## src/rtl/txr_pkg.sv

```systemverilog
`timescale 1ns/1ps
package txr_pkg;

  // register word selects (byte offset / 4)
  localparam logic [3:0] REG_BASE = 4'd0;
  localparam logic [3:0] REG_CNT  = 4'd1;
  localparam logic [3:0] REG_PROD = 4'd2;
  localparam logic [3:0] REG_CONS = 4'd3;
  localparam logic [3:0] REG_CTRL = 4'd4;
  localparam logic [3:0] REG_IRST = 4'd5;

  // control register bits
  localparam int CTRL_RUN  = 0;
  localparam int CTRL_BUSY = 1;
  localparam int CTRL_WB   = 6;
  localparam int IRST_CMD  = 0;

  // descriptor layout
  localparam int          LEN_W       = 14;
  localparam int          FLG_DONE    = 31;
  localparam int          FLG_LAST    = 30;
  localparam int          LEN_LO      = 16;
  localparam int          LEN_HI      = LEN_LO + LEN_W - 1;
  localparam int          PORT_LO     = 24;
  localparam int          PORT_HI     = 26;
  localparam logic [31:0] OFS_BUFPTR  = 32'd0;
  localparam logic [31:0] OFS_CTLWORD = 32'd4;
  localparam logic [31:0] OFS_PORTW   = 32'd12;

  typedef enum logic [2:0] {
    S_IDLE, S_PTR, S_CTL, S_PRT, S_WORD, S_EMIT, S_WBK, S_DONE
  } eng_state_t;

  function automatic logic [31:0] ring_next(input logic [31:0] idx, input logic [31:0] cnt);
    return ((idx + 32'd1) >= cnt) ? 32'd0 : idx + 32'd1;
  endfunction

  function automatic logic [31:0] slot_addr(input logic [31:0] base, input logic [31:0] idx);
    return base + (idx << 4);
  endfunction

  function automatic logic [31:0] word_base(input logic [31:0] a);
    return {a[31:2], 2'b00};
  endfunction

  function automatic logic [7:0] pick_byte(input logic [31:0] w, input logic [1:0] lane);
    return w[{lane, 3'b000} +: 8];
  endfunction

  function automatic logic [31:0] mark_done(input logic [31:0] w);
    return w | (32'd1 << FLG_DONE);
  endfunction

endpackage

```

## src/rtl/txr_regs.sv

```systemverilog
`timescale 1ns/1ps
module txr_regs import txr_pkg::*; #(
  parameter int IDX_W = 8
) (
  input  logic             clk,
  input  logic             rst_n,
  input  logic             reg_wr,
  input  logic [5:0]       reg_addr,
  input  logic [31:0]      reg_wdata,
  output logic [31:0]      reg_rdata,
  input  logic             eng_busy,
  input  logic             eng_retire,
  output logic [31:0]      ring_base,
  output logic [IDX_W:0]   ring_cnt,
  output logic [IDX_W-1:0] prod_idx,
  output logic [IDX_W-1:0] cons_idx,
  output logic             run_en,
  output logic             wb_en
);

  logic       aligned;
  logic [3:0] wsel;
  logic       wr_base, wr_cnt, wr_prod, wr_ctrl, wr_irst;
  logic       idx_clear;

  assign aligned   = (reg_addr[1:0] == 2'b00);
  assign wsel      = reg_addr[5:2];
  assign wr_base   = reg_wr && aligned && (wsel == REG_BASE);
  assign wr_cnt    = reg_wr && aligned && (wsel == REG_CNT);
  assign wr_prod   = reg_wr && aligned && (wsel == REG_PROD);
  assign wr_ctrl   = reg_wr && aligned && (wsel == REG_CTRL);
  assign wr_irst   = reg_wr && aligned && (wsel == REG_IRST);
  assign idx_clear = wr_irst && reg_wdata[IRST_CMD] && !eng_busy;

  always_ff @(posedge clk) begin
    if (!rst_n) begin
      ring_base <= '0;
      ring_cnt  <= '0;
      prod_idx  <= '0;
      cons_idx  <= '0;
      run_en    <= 1'b0;
      wb_en     <= 1'b0;
    end else begin
      if (wr_base) ring_base <= reg_wdata;
      if (wr_cnt)  ring_cnt  <= reg_wdata[IDX_W:0];
      if (wr_prod) prod_idx  <= reg_wdata[IDX_W-1:0];
      if (wr_ctrl) begin
        run_en <= reg_wdata[CTRL_RUN];
        wb_en  <= reg_wdata[CTRL_WB];
      end
      if (eng_retire)
        cons_idx <= IDX_W'(ring_next(32'(cons_idx), 32'(ring_cnt)));
      else if (idx_clear)
        cons_idx <= '0;
    end
  end

  always_comb begin
    reg_rdata = '0;
    if (aligned) begin
      case (wsel)
        REG_BASE: reg_rdata = ring_base;
        REG_CNT:  reg_rdata = 32'(ring_cnt);
        REG_PROD: reg_rdata = 32'(prod_idx);
        REG_CONS: reg_rdata = 32'(cons_idx);
        REG_CTRL: begin
          reg_rdata[CTRL_RUN]  = run_en;
          reg_rdata[CTRL_BUSY] = eng_busy;
          reg_rdata[CTRL_WB]   = wb_en;
        end
        default:  reg_rdata = '0;
      endcase
    end
  end

  // consumer index is frozen while a slot is in flight
  AST_IDX_FROZEN_BUSY: assert property (@(posedge clk) disable iff (!rst_n)
    (eng_busy && !eng_retire) |=> (cons_idx == $past(cons_idx)));

endmodule

```

## src/rtl/txr_engine.sv

```systemverilog
`timescale 1ns/1ps
module txr_engine import txr_pkg::*; #(
  parameter int IDX_W = 8
) (
  input  logic             clk,
  input  logic             rst_n,
  input  logic             run_en,
  input  logic             wb_en,
  input  logic [31:0]      ring_base,
  input  logic [IDX_W:0]   ring_cnt,
  input  logic [IDX_W-1:0] prod_idx,
  input  logic [IDX_W-1:0] cons_idx,
  output logic             busy,
  output logic             retire,
  output logic             mem_req,
  output logic             mem_we,
  output logic [31:0]      mem_addr,
  output logic [31:0]      mem_wdata,
  input  logic             mem_ack,
  input  logic [31:0]      mem_rdata,
  output logic             tx_valid,
  input  logic             tx_ready,
  output logic [7:0]       tx_data,
  output logic             tx_last,
  output logic [2:0]       tx_port
);

  eng_state_t       st;
  logic [31:0]      slot_a;
  logic [31:0]      buf_a;
  logic [31:0]      ctl_q;
  logic [31:0]      word_q;
  logic [LEN_W-1:0] len_q;
  logic [LEN_W-1:0] cnt_q;
  logic [2:0]       port_q;

  // named internal events
  logic [31:0] byte_a;
  logic        final_byte;
  logic        word_end;
  logic        start_ok;
  eng_state_t  after_frame;

  assign byte_a      = buf_a + 32'(cnt_q);
  assign final_byte  = (cnt_q == (len_q - 14'd1));
  assign word_end    = (byte_a[1:0] == 2'b11);
  assign start_ok    = (st == S_IDLE) && run_en && (ring_cnt != '0) && (cons_idx != prod_idx);
  assign after_frame = wb_en ? S_WBK : S_DONE;

  always_ff @(posedge clk) begin
    if (!rst_n) begin
      st     <= S_IDLE;
      slot_a <= '0;
      buf_a  <= '0;
      ctl_q  <= '0;
      word_q <= '0;
      len_q  <= '0;
      cnt_q  <= '0;
      port_q <= '0;
    end else begin
      case (st)
        S_IDLE: if (start_ok) begin
          slot_a <= slot_addr(ring_base, 32'(cons_idx));
          st     <= S_PTR;
        end
        S_PTR: if (mem_ack) begin
          buf_a <= mem_rdata;
          st    <= S_CTL;
        end
        S_CTL: if (mem_ack) begin
          ctl_q <= mem_rdata;
          len_q <= mem_rdata[LEN_HI:LEN_LO];
          st    <= S_PRT;
        end
        S_PRT: if (mem_ack) begin
          port_q <= mem_rdata[PORT_HI:PORT_LO];
          cnt_q  <= '0;
          st     <= (len_q == '0) ? after_frame : S_WORD;
        end
        S_WORD: if (mem_ack) begin
          word_q <= mem_rdata;
          st     <= S_EMIT;
        end
        S_EMIT: if (tx_ready) begin
          cnt_q <= cnt_q + 14'd1;
          if (final_byte)    st <= after_frame;
          else if (word_end) st <= S_WORD;
        end
        S_WBK:  if (mem_ack) st <= S_DONE;
        S_DONE: st <= S_IDLE;
        default: st <= S_IDLE;
      endcase
    end
  end

  always_comb begin
    case (st)
      S_PTR:        mem_addr = slot_a + OFS_BUFPTR;
      S_CTL, S_WBK: mem_addr = slot_a + OFS_CTLWORD;
      S_PRT:        mem_addr = slot_a + OFS_PORTW;
      S_WORD:       mem_addr = word_base(byte_a);
      default:      mem_addr = '0;
    endcase
  end

  assign mem_req   = st inside {S_PTR, S_CTL, S_PRT, S_WORD, S_WBK};
  assign mem_we    = (st == S_WBK);
  assign mem_wdata = mark_done(ctl_q);
  assign tx_valid  = (st == S_EMIT);
  assign tx_data   = pick_byte(word_q, byte_a[1:0]);
  assign tx_last   = tx_valid && ctl_q[FLG_LAST] && final_byte;
  assign tx_port   = port_q;
  assign busy      = (st != S_IDLE);
  assign retire    = (st == S_DONE);

  AST_REQ_HOLD: assert property (@(posedge clk) disable iff (!rst_n)
    (mem_req && !mem_ack) |=> (mem_req && $stable(mem_addr) && $stable(mem_we)));

  AST_BEAT_HOLD: assert property (@(posedge clk) disable iff (!rst_n)
    (tx_valid && !tx_ready) |=> (tx_valid && $stable(tx_data) && $stable(tx_last) && $stable(tx_port)));

  AST_STAY_IDLE_OFF: assert property (@(posedge clk) disable iff (!rst_n)
    (!busy && !run_en) |=> !busy);

  AST_STAY_IDLE_EMPTY: assert property (@(posedge clk) disable iff (!rst_n)
    (!busy && (cons_idx == prod_idx)) |=> !busy);

endmodule

```

## src/rtl/txring_dma.sv

```systemverilog
`timescale 1ns/1ps
module txring_dma #(
  parameter int IDX_W = 8
) (
  input  logic        clk,
  input  logic        rst_n,
  input  logic        reg_wr,
  input  logic [5:0]  reg_addr,
  input  logic [31:0] reg_wdata,
  output logic [31:0] reg_rdata,
  output logic        mem_req,
  output logic        mem_we,
  output logic [31:0] mem_addr,
  output logic [31:0] mem_wdata,
  input  logic        mem_ack,
  input  logic [31:0] mem_rdata,
  output logic        tx_valid,
  input  logic        tx_ready,
  output logic [7:0]  tx_data,
  output logic        tx_last,
  output logic [2:0]  tx_port
);

  logic [31:0]      ring_base;
  logic [IDX_W:0]   ring_cnt;
  logic [IDX_W-1:0] prod_idx;
  logic [IDX_W-1:0] cons_idx;
  logic             run_en;
  logic             wb_en;
  logic             eng_busy;
  logic             eng_retire;

  txr_regs #(.IDX_W(IDX_W)) u_regs (
    .clk        (clk),
    .rst_n      (rst_n),
    .reg_wr     (reg_wr),
    .reg_addr   (reg_addr),
    .reg_wdata  (reg_wdata),
    .reg_rdata  (reg_rdata),
    .eng_busy   (eng_busy),
    .eng_retire (eng_retire),
    .ring_base  (ring_base),
    .ring_cnt   (ring_cnt),
    .prod_idx   (prod_idx),
    .cons_idx   (cons_idx),
    .run_en     (run_en),
    .wb_en      (wb_en)
  );

  txr_engine #(.IDX_W(IDX_W)) u_eng (
    .clk       (clk),
    .rst_n     (rst_n),
    .run_en    (run_en),
    .wb_en     (wb_en),
    .ring_base (ring_base),
    .ring_cnt  (ring_cnt),
    .prod_idx  (prod_idx),
    .cons_idx  (cons_idx),
    .busy      (eng_busy),
    .retire    (eng_retire),
    .mem_req   (mem_req),
    .mem_we    (mem_we),
    .mem_addr  (mem_addr),
    .mem_wdata (mem_wdata),
    .mem_ack   (mem_ack),
    .mem_rdata (mem_rdata),
    .tx_valid  (tx_valid),
    .tx_ready  (tx_ready),
    .tx_data   (tx_data),
    .tx_last   (tx_last),
    .tx_port   (tx_port)
  );

  // a write only ever targets a slot control word
  AST_WRITE_IS_CTL: assert property (@(posedge clk) disable iff (!rst_n)
    (mem_req && mem_we) |-> (mem_addr[3:0] == (ring_base[3:0] + 4'd4)));

endmodule

```

## config.mk

```make
export PLATFORM = sky130hd
export DESIGN_NAME = txring_dma
export DESIGN_NICKNAME = d
export VERILOG_FILES = /design/src/rtl/txr_pkg.sv /design/src/rtl/txr_regs.sv /design/src/rtl/txr_engine.sv /design/src/rtl/txring_dma.sv
export SDC_FILE = /design/constraint.sdc
export NUM_CORES = 1
export LEC_CHECK = 0
export ABC_AREA = 0
export CORE_UTILIZATION = 58
export DETAILED_ROUTE_END_ITERATION = 8
export PLACE_DENSITY = 0.85
export REMOVE_ABC_BUFFERS = 1
export SETUP_SLACK_MARGIN = 0.4
export SLEW_MARGIN = 20
export SYNTH_ARGS = -nofsm -noshare
export SYNTH_HDL_FRONTEND = slang
export SYNTH_HIERARCHICAL = 1
export SYNTH_SLANG_ARGS = --single-unit
```

## constraint.sdc

```tcl
create_clock -name clk -period 4.8 [get_ports clk]
set_input_delay 0.96 -clock clk [delete_from_list [all_inputs] [get_ports clk]]
set_output_delay 0.96 -clock clk [all_outputs]
set_load 0.02 [all_outputs]
```

# Yosys cells after proc, flatten, opt, wreduce, memory -nomap -nowiden
# Index checks and enable logic that the tools add are counted.
# word_totals
word_cells	101
reg_bits	220
output_inout_bits	111
inputBits	75
# classes
order_cmp	1
shift	1
add_sub_neg	7
eq_ne	23
n_mux	24
reduce_logical	31
# ops
operator	n
$pmux 32 s4	1
$pmux 25 s4	1
$add 32x12->32	1
$add 32x14->32	1
$add 32x3->32 const B	1
$add 32x4->32 const B	1
$mux 32	1
$shiftx 32x6->8	1
$mux 3	10
$mux 14	2
$pmux 14 s2	1
$mux 8	3
$pmux 3 s8	1
$pmux 4 s4	1
$add 14x1->14 const B	1
$eq 14x14->1	1
$logic_not 14->1	1
$sub 14x1->14 const B	1
$logic_and 1x1->1	13
$eq 3x3->1 const B	4
$ne 2x2->1 const B	5
$pmux 2 s5	1
$reduce_and 2->1	5
$add 8x1->9 const B	1
23 further kinds	28

# Longest topological paths before layout
# logic_depth
word_depth	7
mapped_depth	13
mapped_depth_nobuf	11

# Hierarchy
# The synthesis kept the hierarchy.
# modules_own_cells
module	n_inst	cells_each	seq_area_each_um2	area_each_um2
txr_engine	1	1180	2942.8	9097.5
txr_regs	1	349	1181.1	3084.2

# Worst setup path after synthesis
# No wires, ideal clock.
# synth_path
path_type	register to output
startpoint	register u_eng.st[1]
endpoint	output mem_addr[28]
slack_ns	1.057
path_buffers	3
required_ns	3.840
t_arrival_ns	2.783
path_stages_with_launch	14
cell_sequence	dfxtp_1 -> clkbuf_1 -> and3b_1 -> clkbuf_1 -> fa_1 -> nand4_1 -> nor4_1 -> nand4_1 -> or3_1 -> clkbuf_1 -> nor2_1 -> xor2_1 -> a22oi_1 -> o21ai_1
# synth_between
elab_chain_cells	3
elab_cells_between_ends	7
cone_classes	5 x eq/ne; 1 x mux; 1 x reduce/logical
# synth_rtl
element	line_no	rtl
start: declaration	txr_engine.sv:28	eng_state_t st;
start signal: assignment	txr_engine.sv:78	st <= (len_q == '0) ? after_frame : S_WORD;
start signal: assignment	txr_engine.sv:86	if (final_byte) st <= after_frame;
$eq 3x3->1 or $eq 3x2->1 (tied branches)	txr_engine.sv:97	case (st)
$reduce_or 2->1	txr_engine.sv:97	
$pmux 32 s4 (*)	txr_engine.sv:97	
end: declaration	txring_dma.sv:13	output logic [31:0] mem_addr,
# Every way passes the cells marked *; elsewhere a longest branch is shown, timed or not.

# Worst setup path after layout
# layout_path
startpoint	register u_eng.st[0]
endpoint	output mem_addr[30]
# The elaborated chain is that of the path after synthesis.

==> impl.org <==
** Die
- Y dimension of the die :: 147 um
- Total number of placement rows :: 52
- Effective utilization at floorplan :: 59.6%
- In this run the standard cell core region covers 0.0204 mm2.
- Die outline area :: roughly 0.022 mm2
- X dimension of the die :: 147 um
- During I/O placement, the number of pins put on the boundary was approximately 190.

** Yosys
- Main flop type after synthesis :: sky130_fd_sc_hd__dfxtp_1
- For this run, the register share of the synthesized area comes to 33.9%.
- Dividing the synthesized area by the synthesized cell count gives 7.97 um2.
- Gate Count Post-Synth :: roughly 1.5k
- The synthesized design contains 0 enable-type register cells.
- In this run, distinct cell masters in the synthesized netlist total a little under 80.
- Number of warnings issued by yosys :: 6
- Cell Area, Synth :: 0.0122 mm2
- Post-synthesis async set-or-reset flop share :: 0%
- In this run, synthesis produced a sequential element count of 206.

** Drt
- After detailed routing, the number of remaining DRC violations is 0.
- Once detail routing completed, the nets flagged for antenna violations numbered 0.
- After detailed routing, the number of vias per cell comes to between 5 and 6.
- The final route contains 11.7k vias.
- The first TritonRoute pass finished after 5 iterations.
- Initial DRC Count :: around 800
- The final layout contains routed wiring with a total length of between 30000 and 40000 um.
- In the final routed layout, each cell accounts on average for between 15 and 20 um.

** Power and ir drop
- Pwr per Cell Area :: 243 mW/mm2
- The worst-case IR drop observed on VDD is about 240 uV.
- Leakage power figure :: between 5 and 6 nW

** Worst setup path
- STA classifies the critical path endpoint as a primary output.
- Data required, critical path :: 3.84 ns
- Kind of cell adding the most delay to the critical path :: simple AND/OR/NAND/NOR gates
- Cell count of the worst reg-to-reg path :: 11
- Critical path's slowest cell :: sky130_fd_sc_hd__or3_4
- Buffers and inverters on the worst path :: 2
- Worst setup path class :: reg -> out
- Critical path launch point type :: flop
- The cell that appears most often on the critical path is sky130_fd_sc_hd__nand4_1.
- Data arrives at the worst endpoint at ~3.4 ns.
- For this run, the slowest stage of the critical path takes around 0.47 ns.
- In this run the worst path has a maximum fanout of 5.
- Ordered list of cells on the worst path :: and3b_2 > fa_2 > nand4_1 > nor4_2 > nand4_1 > or3_4 > buf_4 > o21ai_1 > a21boi_1 > a211o_1 > dlymetal6s2s_1
- WP depth :: 11

** Global route
- Largest net degree at the start of global routing :: 87
- Overflow left after global routing :: 0
- The initial antenna violation count was 0.
- The first global-routing pass estimated approximately 56000 um of wire.
- Vias in the first global route :: between 10k and 15k
- In the global route stage, overall resource usage came out at a little under a third.

** CTS
- Sinks on the clock net :: just over 200
- The number of hold buffers added after CTS was 0.
- # H-tree levels :: 1
- The root buffer cell chosen for the clock tree is sky130_fd_sc_hd__clkbuf_16.
- Largest buffer count on any clock path :: 3
- TritonCTS built the clock tree.
- Clock-pin slew of the registers on the worst-case setup and hold paths :: 0.07 ns
- Buffers inserted during clock tree synthesis total 23.
- The clock reaches the later pin of the worst-skew pair after 0.53 ns.

** Timing
- The routed design could run at a clock period as short as roughly 4.4 ns.
- RSZ-0062 raised after global routing :: true
- For the final database, setup skew stands at around 0.030 ns.
- Headroom to the max-slew limit came out at a little under a third.
- Static timing analysis puts the maximum clock frequency at approximately 230 MHz.
- Measured slew at the worst slew-check pin :: around 1.0 ns
- Setup violations remaining at the end of the flow were counted as 0.
- Summed over all failing endpoints, the final setup total negative slack is 0 ns.
- The final critical path takes up approximately 91% of the cycle.
- Final hold viol count :: 0
- Number of max-slew violations in the final report :: 0
- The tightest hold path in the finished design has a slack of between 0.4 and 0.5 ns.

** Placement
- Placed cell areas :: about 0.014 mm2
- HPWL after detailed placement :: 25200 um
- The congestion estimate from routability-driven global placement came to a little over 0.9.
- Input and output buffers added on the ports amount to between 150 and 200.

** Layout
- 0 antenna diodes ended up in the layout.
- Once layout is done, the placed cells without fillers occupy between 0.015 and 0.02 mm2.
- Of the cells placed in the final design, the portion with a size suffix greater than 1 is between 7 and 8%.
- Number of nets in the finished design :: 1790
- Fillcell total :: roughly 1.6k
- Final cell utilization of the core :: about 74%
- Area overhead of the layout relative to synthesis :: 23.5%

** Min path
- Type of the worst min-delay path :: reg -> reg
- Along the worst hold path, the cell count comes to 2.

** Status
- Run status :: finished, final reports clean

** Job
- Number of max-cap violations :: 0
worst paths after layout:
kind	start	endpoint	slack, ns
setup / recovery	u_eng/st[0]	mem_addr[30]	0.42
hold / removal	u_eng/ctl_q[2]	u_eng/ctl_q[2]	0.46
setup reg to reg	u_regs/cons_idx[0]	u_eng/slot_a[20]	1.76
hold reg to reg	u_eng/ctl_q[2]	u_eng/ctl_q[2]	0.46
sequential cells by signal (all words and copies together), names as in the netlist:
register and cells:
u_regs/wb_en 1, u_eng/tx_port 3, u_eng/st 3, u_regs/run_en 1, u_eng/slot_a 32, u_eng/word_q 32, u_eng/cnt_q 14, u_regs/cons_idx 8
u_regs/ring_base 32, u_eng/ctl_q 31, u_regs/ring_cnt 9, u_eng/buf_a 32, u_regs/prod_idx 8
cell usage in the layout, fill, tap and decap left out, drive strengths merged, types with 11 or more instances in the layout:
cell type and count:
mux2i 32, nor3 25, nor2 73, a21boi 134
and2 15, nor2b 42, a21o 14, dfxtp 206
buf 31, clkbuf 32, a21oi 59, o21ai 69
ha 35, mux4 15, clkdlybuf4s50 159, inv 36
nor4 15, nand4 23, nand3 37, dlygate4sd2 11
xor2 50, nand2 343, and3 38, xnor2 54
cells by family (layout without fill, tap and decap cells):
logic type	count (synthesis)	in the layout	synth area share [%]
AND/OR/NAND/NOR	656	656	25.4
flip-flops	206	206	33.9
AO/OA/AOI/OAI	350	350	19.4
adder cells (fa/ha/maj)	38	38	4.09
multiplexers	49	49	5.59
XOR/XNOR	104	104	7.48
other	1	1	0.0308
buffers and inverters	125	290	4.18
routing by layer:
layer | up-vias | track usage (%) | share of wire (%)
li1 | 5612 | - | -
met1 | 5487 | 40.3 | 41
met2 | 532 | 53.4 | 47
met3 | 94 | 5.28 | 7.3
met4 | 0 | 14.7 | 4.2
met5 | - | 0 | 0
cells in the mapped netlist, types with 4 or more instances:
master | count | area (um2)
sky130_fd_sc_hd__o21ai_0 | 58 | 290
sky130_fd_sc_hd__xnor2_1 | 54 | 473
sky130_fd_sc_hd__buf_2 | 5 | 25.0
sky130_fd_sc_hd__nand3b_1 | 6 | 45.0
sky130_fd_sc_hd__o21ai_1 | 10 | 50.1
sky130_fd_sc_hd__a21oi_1 | 58 | 290
sky130_fd_sc_hd__ha_1 | 35 | 438
sky130_fd_sc_hd__o211ai_1 | 6 | 45.0
sky130_fd_sc_hd__a21boi_0 | 101 | 758
sky130_fd_sc_hd__inv_1 | 34 | 128
sky130_fd_sc_hd__a32o_1 | 4 | 40.0
sky130_fd_sc_hd__nor3_1 | 25 | 125
sky130_fd_sc_hd__nand2_1 | 343 | 1290
sky130_fd_sc_hd__nor2b_1 | 42 | 263
sky130_fd_sc_hd__a31oi_1 | 7 | 43.8
sky130_fd_sc_hd__o221ai_1 | 4 | 35.0
sky130_fd_sc_hd__clkbuf_1 | 77 | 289
sky130_fd_sc_hd__nand3_1 | 37 | 185
sky130_fd_sc_hd__nor2_1 | 72 | 270
sky130_fd_sc_hd__and2_1 | 14 | 87.6
sky130_fd_sc_hd__o21a_1 | 5 | 37.5
sky130_fd_sc_hd__nand4_1 | 23 | 144
sky130_fd_sc_hd__o22ai_1 | 7 | 43.8
sky130_fd_sc_hd__a21boi_1 | 33 | 248
sky130_fd_sc_hd__nand2b_1 | 8 | 50.1
sky130_fd_sc_hd__or3_1 | 7 | 43.8
sky130_fd_sc_hd__and3_1 | 38 | 238
sky130_fd_sc_hd__a22oi_1 | 9 | 67.6
sky130_fd_sc_hd__mux2i_1 | 32 | 320
sky130_fd_sc_hd__a21o_1 | 14 | 105
sky130_fd_sc_hd__or2_2 | 4 | 25.0
sky130_fd_sc_hd__nor4_1 | 12 | 75.1
sky130_fd_sc_hd__xor2_1 | 50 | 438
sky130_fd_sc_hd__mux4_2 | 15 | 338
sky130_fd_sc_hd__dfxtp_1 | 206 | 4120
tightest hold or removal path: stages, from the launching register on:
cell and delay (ns):
sky130_fd_sc_hd__dfxtp_1 0.31, sky130_fd_sc_hd__nand2_1 0.04, sky130_fd_sc_hd__a21boi_0 0.06
metrics by stage:
stage | setup WS (ns) | cells | power [W]
after CTS | 0.204 | 1956 | 0.00368
after global routing | 0.295 | 1964 | 0.00375
final | 0.419 | 1964 | 0.00366
after global placement | 0.566 | 1910 | 0.00191
after floorplan | 0.988 | 1438 | 0.00179
after detailed placement | 0.542 | 1910 | 0.00191
layout make-up:
class / instances / area, um2 / area share, %
clock buffer: 27 / 631 / 4.19
clock inverter: 15 / 143 / 0.948
inverter: 34 / 128 / 0.848
multi-input combinational: 1198 / 7640 / 50.8
sequential: 206 / 4130 / 27.4
tap: 270 / 338 / 2.25
timing repair buffer: 214 / 2040 / 13.5
power by group:
part | total (W) | internal, W | switching (W)
registers | 0.00171 | 0.00171 | 0.00000216
logic | 0.000158 | 0.0000829 | 0.0000750
clock network | 0.00179 | 0.00105 | 0.000739
total | 0.00366 | 0.00285 | 0.000816
repair_timing:
item / in CTS / in global routing
gates cloned: 0 / 0
pin swaps: 3 / 6
setup buffers: 4 / 8
endpoints found under the setup margin: 21 / 20
resized for setup: 25 / 34
Power figures use the tool's default switching activity.
